`config.mk`:
```
export PLATFORM = sky130hd
export DESIGN_NAME = rast_copro
export DESIGN_NICKNAME = d
export VERILOG_FILES = /design/src/rtl/copro_pkg.sv /design/src/rtl/copro_decode.sv /design/src/rtl/copro_beam_cmp.sv /design/src/rtl/copro_modectl.sv /design/src/rtl/rast_copro.sv
export SDC_FILE = /design/constraint.sdc
export NUM_CORES = 1
export LEC_CHECK = 0
export ABC_CLOCK_PERIOD_IN_PS = 6150
export CAP_MARGIN = 10
export CELL_PAD_IN_SITES_DETAIL_PLACEMENT = 0
export CELL_PAD_IN_SITES_GLOBAL_PLACEMENT = 1
export CORE_MARGIN = 2
export CORE_UTILIZATION = 25
export CTS_CLUSTER_DIAMETER = 120
export CTS_CLUSTER_SIZE = 8
export DETAILED_ROUTE_END_ITERATION = 12
export DONT_BUFFER_PORTS = 1
export GPL_TIMING_DRIVEN = 0
export PLACE_DENSITY_LB_ADDON = 0.1
export SLEW_MARGIN = 15
export SYNTH_ARGS = -nofsm -noshare
export SYNTH_HDL_FRONTEND = slang
export SYNTH_SLANG_ARGS = --single-unit
```
`constraint.sdc`:
```
create_clock -name clk -period 6.15 [get_ports clk]
set_input_delay 1.23 -clock clk [delete_from_list [all_inputs] [get_ports clk]]
set_output_delay 1.23 -clock clk [all_outputs]
set_load 0.01 [all_outputs]
```
`src/rtl/copro_pkg.sv`:
```
package copro_pkg;

   // run codes as written on mode_i
   typedef enum logic [1:0] {
      CM_HALT       = 2'd0,
      CM_ZERO_GO    = 2'd1,
      CM_RESUME     = 2'd2,
      CM_FRAME_LOOP = 2'd3
   } cmode_e;

   // decoded instruction class
   typedef enum logic [1:0] {
      OP_IDLE = 2'd0,
      OP_XFER = 2'd1,
      OP_SYNC = 2'd2
   } op_e;

endpackage

```
`src/rtl/copro_decode.sv`:
```
module copro_decode
   import copro_pkg::*;
#(
   parameter int INS_W  = 16,
   parameter int REG_AW = 7,
   parameter int DATA_W = 8,
   parameter int LINE_W = 9,
   parameter int HF_W   = 6
) (
   input  logic [INS_W-1:0]  ins_i,
   output op_e               op_o,
   output logic [REG_AW-1:0] reg_o,
   output logic [DATA_W-1:0] dat_o,
   output logic [HF_W-1:0]   hf_o,
   output logic [LINE_W-1:0] vf_o
);

   always_comb begin
      if (ins_i[INS_W-1])
         op_o = OP_SYNC;
      else if (ins_i == '0)
         op_o = OP_IDLE;
      else
         op_o = OP_XFER;
   end

   assign reg_o = ins_i[REG_AW+DATA_W-1:DATA_W];
   assign dat_o = ins_i[DATA_W-1:0];
   assign hf_o  = ins_i[LINE_W+HF_W-1:LINE_W];
   assign vf_o  = ins_i[LINE_W-1:0];

endmodule

```
`src/rtl/copro_beam_cmp.sv`:
```
module copro_beam_cmp #(
   parameter int LINE_W   = 9,
   parameter int HDOT_W   = 10,
   parameter int HF_W     = 6,
   parameter int HSTEP_LG = 4,
   parameter int ADJ_STD  = 3,
   parameter int ADJ_HI   = 2,
   parameter bit EARLY    = 1'b1
) (
   input  logic [LINE_W-1:0] line_i,
   input  logic [HDOT_W-1:0] hdot_i,
   input  logic              hires_i,
   input  logic [LINE_W-1:0] vf_i,
   input  logic [HF_W-1:0]   hf_i,
   output logic              hit_o
);

   localparam int TGT_W = HF_W + HSTEP_LG;
   localparam int CMP_W = ((HDOT_W > TGT_W) ? HDOT_W : TGT_W) + 1;

   logic [CMP_W-1:0] adj_w;
   logic [CMP_W-1:0] lhs_w;
   logic [CMP_W-1:0] tgt_w;

   generate
      if (EARLY) begin : g_early
         assign adj_w = hires_i ? CMP_W'(ADJ_HI) : CMP_W'(ADJ_STD);
      end else begin : g_exact
         assign adj_w = '0;
      end
   endgenerate

   assign lhs_w = CMP_W'(hdot_i) + adj_w;
   assign tgt_w = CMP_W'({hf_i, {HSTEP_LG{1'b0}}});
   assign hit_o = (line_i == vf_i) && (lhs_w >= tgt_w);

endmodule

```
`src/rtl/copro_modectl.sv`:
```
module copro_modectl
   import copro_pkg::*;
(
   input  logic       clk,
   input  logic       rst_n,
   input  logic [1:0] mode_i,
   input  logic       mode_we_i,
   output logic       chg_o,
   output logic       clr_pc_o,
   output logic       run_o,
   output logic       frm_o,
   output logic [1:0] last_o
);

   cmode_e last_q;
   cmode_e req_w;
   logic   run_q;
   logic   frm_q;

   assign req_w    = cmode_e'(mode_i);
   assign chg_o    = mode_we_i && (req_w != last_q);
   assign clr_pc_o = chg_o && ((req_w == CM_ZERO_GO) || (req_w == CM_FRAME_LOOP));

   always_ff @(posedge clk) begin
      if (!rst_n) begin
         last_q <= CM_HALT;
         run_q  <= 1'b0;
         frm_q  <= 1'b0;
      end else if (chg_o) begin
         last_q <= req_w;
         run_q  <= (req_w != CM_HALT);
         frm_q  <= (req_w == CM_FRAME_LOOP);
      end
   end

   assign run_o  = run_q;
   assign frm_o  = frm_q;
   assign last_o = last_q;

endmodule

```
`src/rtl/rast_copro.sv`:
```
module rast_copro
   import copro_pkg::*;
#(
   parameter int INS_W    = 16,
   parameter int PC_W     = 10,
   parameter int LINE_W   = 9,
   parameter int HDOT_W   = 10,
   parameter int REG_AW   = 7,
   parameter int DATA_W   = 8,
   parameter int HSTEP_LG = 4,
   parameter int ADJ_STD  = 3,
   parameter int ADJ_HI   = 2,
   parameter bit EARLY    = 1'b1
) (
   input  logic              clk,
   input  logic              rst_n,
   input  logic [LINE_W-1:0] line_i,
   input  logic [HDOT_W-1:0] hdot_i,
   input  logic              hires_i,
   input  logic              frame_i,
   input  logic [INS_W-1:0]  ins_i,
   input  logic [1:0]        mode_i,
   input  logic              mode_we_i,
   output logic [PC_W-1:0]   pc_o,
   output logic              wr_en_o,
   output logic [REG_AW-1:0] wr_addr_o,
   output logic [DATA_W-1:0] wr_data_o
);

   localparam int HF_W = INS_W - 1 - LINE_W;

   generate
      if (INS_W != 1 + REG_AW + DATA_W) begin : g_bad_xfer
         $error("transfer fields do not fill the instruction word");
      end
      if (HF_W < 1) begin : g_bad_sync
         $error("no room for a horizontal field");
      end
      if (PC_W < 1 || HDOT_W < 1) begin : g_bad_w
         $error("counter widths must be positive");
      end
   endgenerate

   op_e               op_w;
   logic [REG_AW-1:0] reg_w;
   logic [DATA_W-1:0] dat_w;
   logic [HF_W-1:0]   hf_w;
   logic [LINE_W-1:0] vf_w;
   logic              hit_w;
   logic              chg_w;
   logic              clr_w;
   logic              run_w;
   logic              frm_w;
   logic [1:0]        last_w;

   logic [PC_W-1:0]   pc_q;
   logic [PC_W-1:0]   pc_nxt;
   logic              mv_q;
   logic              mv_nxt;
   logic              go_xfer;
   logic              wen_q;
   logic [REG_AW-1:0] wa_q;
   logic [DATA_W-1:0] wd_q;

   copro_decode #(
      .INS_W(INS_W), .REG_AW(REG_AW), .DATA_W(DATA_W),
      .LINE_W(LINE_W), .HF_W(HF_W)
   ) u_dec (
      .ins_i(ins_i), .op_o(op_w), .reg_o(reg_w), .dat_o(dat_w),
      .hf_o(hf_w), .vf_o(vf_w)
   );

   copro_beam_cmp #(
      .LINE_W(LINE_W), .HDOT_W(HDOT_W), .HF_W(HF_W), .HSTEP_LG(HSTEP_LG),
      .ADJ_STD(ADJ_STD), .ADJ_HI(ADJ_HI), .EARLY(EARLY)
   ) u_cmp (
      .line_i(line_i), .hdot_i(hdot_i), .hires_i(hires_i),
      .vf_i(vf_w), .hf_i(hf_w), .hit_o(hit_w)
   );

   copro_modectl u_mode (
      .clk(clk), .rst_n(rst_n), .mode_i(mode_i), .mode_we_i(mode_we_i),
      .chg_o(chg_w), .clr_pc_o(clr_w), .run_o(run_w), .frm_o(frm_w),
      .last_o(last_w)
   );

   // sequencer: run-code change, then frame restart, then execution
   always_comb begin
      pc_nxt  = pc_q;
      mv_nxt  = mv_q;
      go_xfer = 1'b0;
      if (chg_w) begin
         mv_nxt = 1'b0;
         if (clr_w)
            pc_nxt = '0;
         else if (mv_q)
            pc_nxt = pc_q + 1'b1;
      end else if (run_w && frm_w && frame_i) begin
         pc_nxt = '0;
         mv_nxt = 1'b0;
      end else if (run_w) begin
         if (mv_q) begin
            mv_nxt = 1'b0;
            pc_nxt = pc_q + 1'b1;
         end else begin
            unique case (op_w)
               OP_IDLE: pc_nxt = pc_q + 1'b1;
               OP_XFER: begin
                  mv_nxt  = 1'b1;
                  go_xfer = 1'b1;
               end
               OP_SYNC: if (hit_w) pc_nxt = pc_q + 1'b1;
               default: pc_nxt = pc_q;
            endcase
         end
      end
   end

   always_ff @(posedge clk) begin
      if (!rst_n) begin
         pc_q  <= '0;
         mv_q  <= 1'b0;
         wen_q <= 1'b0;
         wa_q  <= '0;
         wd_q  <= '0;
      end else begin
         pc_q  <= pc_nxt;
         mv_q  <= mv_nxt;
         wen_q <= go_xfer;
         if (go_xfer) begin
            wa_q <= reg_w;
            wd_q <= dat_w;
         end
      end
   end

   assign pc_o      = pc_nxt;
   assign wr_en_o   = wen_q;
   assign wr_addr_o = wa_q;
   assign wr_data_o = wd_q;

endmodule

```
Word level (Yosys, flattened, before mapping)
Index checks and enable logic that the tools add are counted.

storage, ports and cells
  register bits = 31
  input bits = 42
  output and inout port bits = 26
  word-level logic and storage cells = 44

operators by class
  add/sub/neg operators = 2
  $lt $le $gt $ge = 1
  equality and inequality tests = 6
  muxes and demuxes = 16
  bitwise gates (word level) = 1
  reductions and logical operators = 10

operator list
  kind                   number
  $mux 10                7
  $pmux 10 s2            1
  $logic_not 16->1       1
  $add 10x11->11         1
  $ge 11x10->1           1
  $add 10x1->10 const B  1
  $eq 9x9->1             1
  $mux 1                 7
  $logic_and 1x1->1      5
  $eq 2x1->1 const B     2
  $eq 2x2->1 const B     2
  $reduce_or 3->1        1
  $logic_not 2->1        1
  $mux 2                 1
  $ne 2x2->1             1
  $reduce_bool 2->1      1
  $logic_or 1x1->1       1
  $not 1->1              1

Logic depth before layout (Yosys ltp)
  word-level depth = 10
  depth in mapped cells = 14
  depth with buffers taken out = 14

Modules after synthesis
From an unflattened synthesis, not the netlist that was laid out.

second synthesis, totals
  cell total of the unflattened synthesis = 290
  area total of the unflattened synthesis = 2327.2 um^2

modules (own cells, without submodules)
  module          times used  cells each  area an instance (um^2)  seq. area each (um^2)
  rast_copro      1           175         1431.4                   540.5
  copro_beam_cmp  1           61          444.2                    0.0
  copro_decode    1           36          265.3                    0.0
  copro_modectl   1           18          186.4                    80.1

Worst setup path before layout
Ideal clock, no wire load.

  path kind = in2out
  from = input hires_i
  to = output pc_o[1]
  arrival time = 4.147 ns
  data required time = 4.920 ns
  slack = 0.773 ns
  cell stages on the path = 14
  buffers on the path = 0
  cell sequence = inv_1 ha_1 inv_1 ha_1 and3b_1 and3_4 nand3_1 xnor2_1 ha_1 a21o_1 a221o_1 o31ai_1 mux2_2 nor3_1

on the way
  word-level cells in the longest chain between the ends = 10

ends and longest elaborated chain
  what                line                  text
  start: declaration  rast_copro.sv:19      input logic hires_i,
  $mux 1              copro_beam_cmp.sv:27  assign adj_w = hires_i ? CMP_W'(ADJ_HI) : CMP_W'(ADJ_STD);
  $add 10x11->11      copro_beam_cmp.sv:33  assign lhs_w = CMP_W'(hdot_i) + adj_w;
  $ge 11x10->1        copro_beam_cmp.sv:35  assign hit_o = (line_i == vf_i) && (lhs_w >= tgt_w);
  $logic_and 1x1->1   copro_beam_cmp.sv:35
  $mux 10             rast_copro.sv:112     OP_SYNC: if (hit_w) pc_nxt = pc_q + 1'b1;
  $pmux 10 s2         rast_copro.sv:106     unique case (op_w)
  $mux 10             rast_copro.sv:102     if (mv_q) begin
  $mux 10             rast_copro.sv:101     end else if (run_w) begin
  $mux 10             rast_copro.sv:98      end else if (run_w && frm_w && frame_i) begin
  $mux 10             rast_copro.sv:92      if (chg_w) begin
  end: declaration    rast_copro.sv:24      output logic [PC_W-1:0] pc_o,

No other way between the ends.

Worst setup path in the final report
Same ends and word-level chain as after synthesis.

==> summary.txt <==
Setup path
  • Worst EP required: a little under 5 ns
  • Slowest stage delay, CP: between 0.4 and 0.5 ns
  • Kind of start point of the critical path: primary input
  • Critical path data arrival time: roughly 4.6 ns
  • Worst path buffer plus inverter count: 2
  • Crit path max fanout: 6
  • Crit path max-delay family: compound AO/OA/AOI/OAI gates
  • WS Path Type: in2out
  • Crit-path slowest cell: o31ai_1
  • Setup crit start: hires_i
  • R2r startpoint: u_mode.last_o[0]
  • CP Capture Type: output pin
  • Crit-path cells: inv_1 -> ha_1 -> inv_1 -> ha_1 -> and3b_1 -> and3_4 -> nand3_1 -> xnor2_1 -> ha_1 -> a21o_1 -> a221o_1 -> o31ai_1 -> mux2_2 -> nor3_1
  • Most Frequent Cell on Critical Path: ha_1

Global routing
  • First-pass GRT wire length: 13100 um
  • Vias in the first global route: about 2400
  • GRT Total Usage: between 15 and 20%
  • Gr ovfl total: 0
  • Antenna violations before repair: 0
  • Largest net degree at the start of global routing: 13

Placement
  • Hpwl dp: ~6400 um
  • GPL Wtd Cong: 0.855
  • Place WS: about 0.29 ns
  • Port buffer count: 0

Clock network
  • CTS H-tree depth: 2
  • CTS clk-pin slew, worst paths: 0.07 ns
  • CTS max path bufs: 2
  • CTS sink count: 31
  • Hold Buf Count CTS: 0
  • CTS Root Cell: clkbuf_8
  • Clock tree from TritonCTS: yes
  • Number of gates resized after cts: 0
  • Setup Buffers After CTS: 0
  • CTS buffer count: 5
  • Clk_lat worst skew: 0.30 ns

STA
  • Setup TNS: 0 ns
  • Max-slew violation count: 0
  • Relative slew slack: roughly two fifths
  • Setup violators final: 0
  • Layout Skew: ~0.012 ns
  • Minimum clock period: between 5 and 6 ns
  • Tcrit/Tclk final: between 90% and 100%
  • Unrepaired setup endpoints after global routing: no
  • Fmax: 0.171 GHz
  • Hold Fails Final Rpt: 0
  • Worst Setup Slack, final: slightly above 0.3 ns
  • Pin slew with the least headroom to its limit: 0.911 ns

Outcome
  • Status: finished, final reports clean

Synthesis
  • Area leader, netlist: dfxtp_1
  • Synth area leaders: dfxtp_1, nand2_1, xnor2_1
  • Yosys warning count: 0
  • Number of synthesized flops with an enable pin: 0
  • Synthesized flop and latch total: 31
  • Post-synthesis sequential area ratio: between 20% and 30%
  • Predominant post-synthesis flop cell: dfxtp_1
  • Post-synth net total: about 360
  • FFs w/ async S/R, synth: 0%
  • Synthesized area per cell: 7.84 sq um
  • Share of the synthesized area in the top cell type: between 20% and 30%
  • Synth cell types: slightly above 60
  • Synth Cell Area: approximately 2400 sq um
  • Cells after synthesis: ~310

Run
  • Maxcap violations: 0

Cells and area
  • P&R area growth vs syn: 10.5%
  • # diodes: 0
  • FILL cells: 1033
  • Layout cells sized above 1: around an eighth
  • Finished Core Util: about 29%
  • Fin nets: ~370

Pwr
  • Worst VDD drop: between 0.00008 and 0.00009 V
  • P_leak: about 0.00090 uW
  • PwrDens: between 150 and 200 nW/um^2
  • Pwr Total: roughly 500 uW

Floorplan
  • I/O pins: 68
  • Std-Cell Rows: 35
  • Starting density of the core: between 20% and 30%
  • Die Height: 102 um
  • DIE WIDTH: between 100 and 150 um
  • Core Area: 9330 sq um
  • Die area: approximately 10000 sq um

Drt
  • Via count: between 2000 and 2500
  • DR iter-0 viols: 89
  • DRT antenna net count: 0
  • Vias/cell: around 5.2
  • Routed WL per cell: 18.4 um
  • 1st-pass router iterations: 4
  • WL final: 8170 um
  • DRC Markers: 0

Worst hold path
  • Hold path start: wr_addr_o[6]
  • HP Class: reg2reg
-- cells in the mapped netlist (4+ instances only) --
master    count
nand2_1      37
dfxtp_1      31
inv_1        18
nor2_1       18
nand3_1      17
xnor2_1      14
a21oi_1      13
clkbuf_1     12
o21ai_0      11
a21oi_2       9
ha_1          9
nand2_2       9
a31oi_1       7
and3_1        7
nor3_1        7
o211ai_1      7
a311oi_1      5
xor2_1        5
nor3_2        4
nor4_1        4
-- state kept, by name (all words and copies together), names as in the netlist --
register / count
u_mode.frm_o: 1
mv_q: 1
wr_en_o: 1
wr_addr_o: 7
u_mode.run_o: 1
pc_q: 10
wr_data_o: 8
u_mode.last_o: 2
-- path summary, 6_finish.rpt --
path,depth (start not counted),to,slack [ns]
worst max-delay path,14,pc_o[1],0.31
worst min-delay path,2,wr_addr_o[6],0.51
worst min register to register,2,wr_addr_o[6],0.51
worst max register to register,7,wr_data_o[1],3.76
-- worst register-to-register path, stage by stage (launching register included) --
cell,delay (ns)
dfxtp_1,0.34
xor2_1,0.16
o21ai_1,0.48
nand2_1,0.21
nor3_2,0.46
clkbuf_1,0.42
nand2_1,0.13
a21oi_2,0.13
-- metal layers --
layer	part of all wire (%)	global-route usage (%)
met3	6.6	4.99
met1	46	20.6
met4	1.5	5.33
met5	0	0
met2	46	27.1
-- cells in the final DEF (no fill, tap or decap), types with 3 or more instances in the layout --
cell type	instances
nor3_1	7
o21ai_0	11
nor3_2	4
nand2_1	37
o21a_1	3
clkbuf_8	5
a311oi_1	5
o211ai_1	7
mux2i_1	3
nor4_1	4
nor2_1	18
ha_1	9
a21oi_1	13
clkbuf_1	12
a31oi_1	7
o311a_1	3
o31ai_1	3
dfxtp_1	31
nand3_1	17
inv_1	18
xor2_1	5
xnor2_1	14
a21oi_2	9
and3_1	7
nand4_1	3
or3_1	3
nand2_2	9
o2111ai_1	3
-- power by group --
part	switching (uW)	internal, uW	total (uW)
logic	64.6	39.4	104
registers	7.97	208	216
clock network	94.6	81.0	176
-- through the flow --
stage / area, sq um / std cells / hold slack [ns]
6_report: 2670 / 445 / 0.505
5_1_grt: 2670 / 445 / 0.531
4_1_cts: 2670 / 445 / 0.512
3_5_place_dp: 2580 / 437 / 0.499
3_3_place_gp: 2580 / 437 / 0.494
2_1_floorplan: 2420 / 308 / 0.479
-- cells by family (layout without fill, tap and decap cells) --
logic type	after synthesis	count (layout)	share of synthesized area [%]
mux	4	4	1.71
fa+ha+maj	9	9	4.66
xor+xnor	19	19	6.89
buf+inv	32	40	5.96
compound gates	87	87	26.8
simple gates	126	126	28.3
flops	31	31	25.7
-- layout make-up --
class                   instances  area (sq um)  area share (%)
multi-input cells             245          1650            61.9
flip-flops and latches         31           621            23.2
well taps                     129           161            6.04
plain buffers                  14          76.3            2.86
clock buffers                   5          68.8            2.58
inverters                      18          67.6            2.53
clock inverters                 3          23.8           0.890
(Power assumes the default switching activity.)
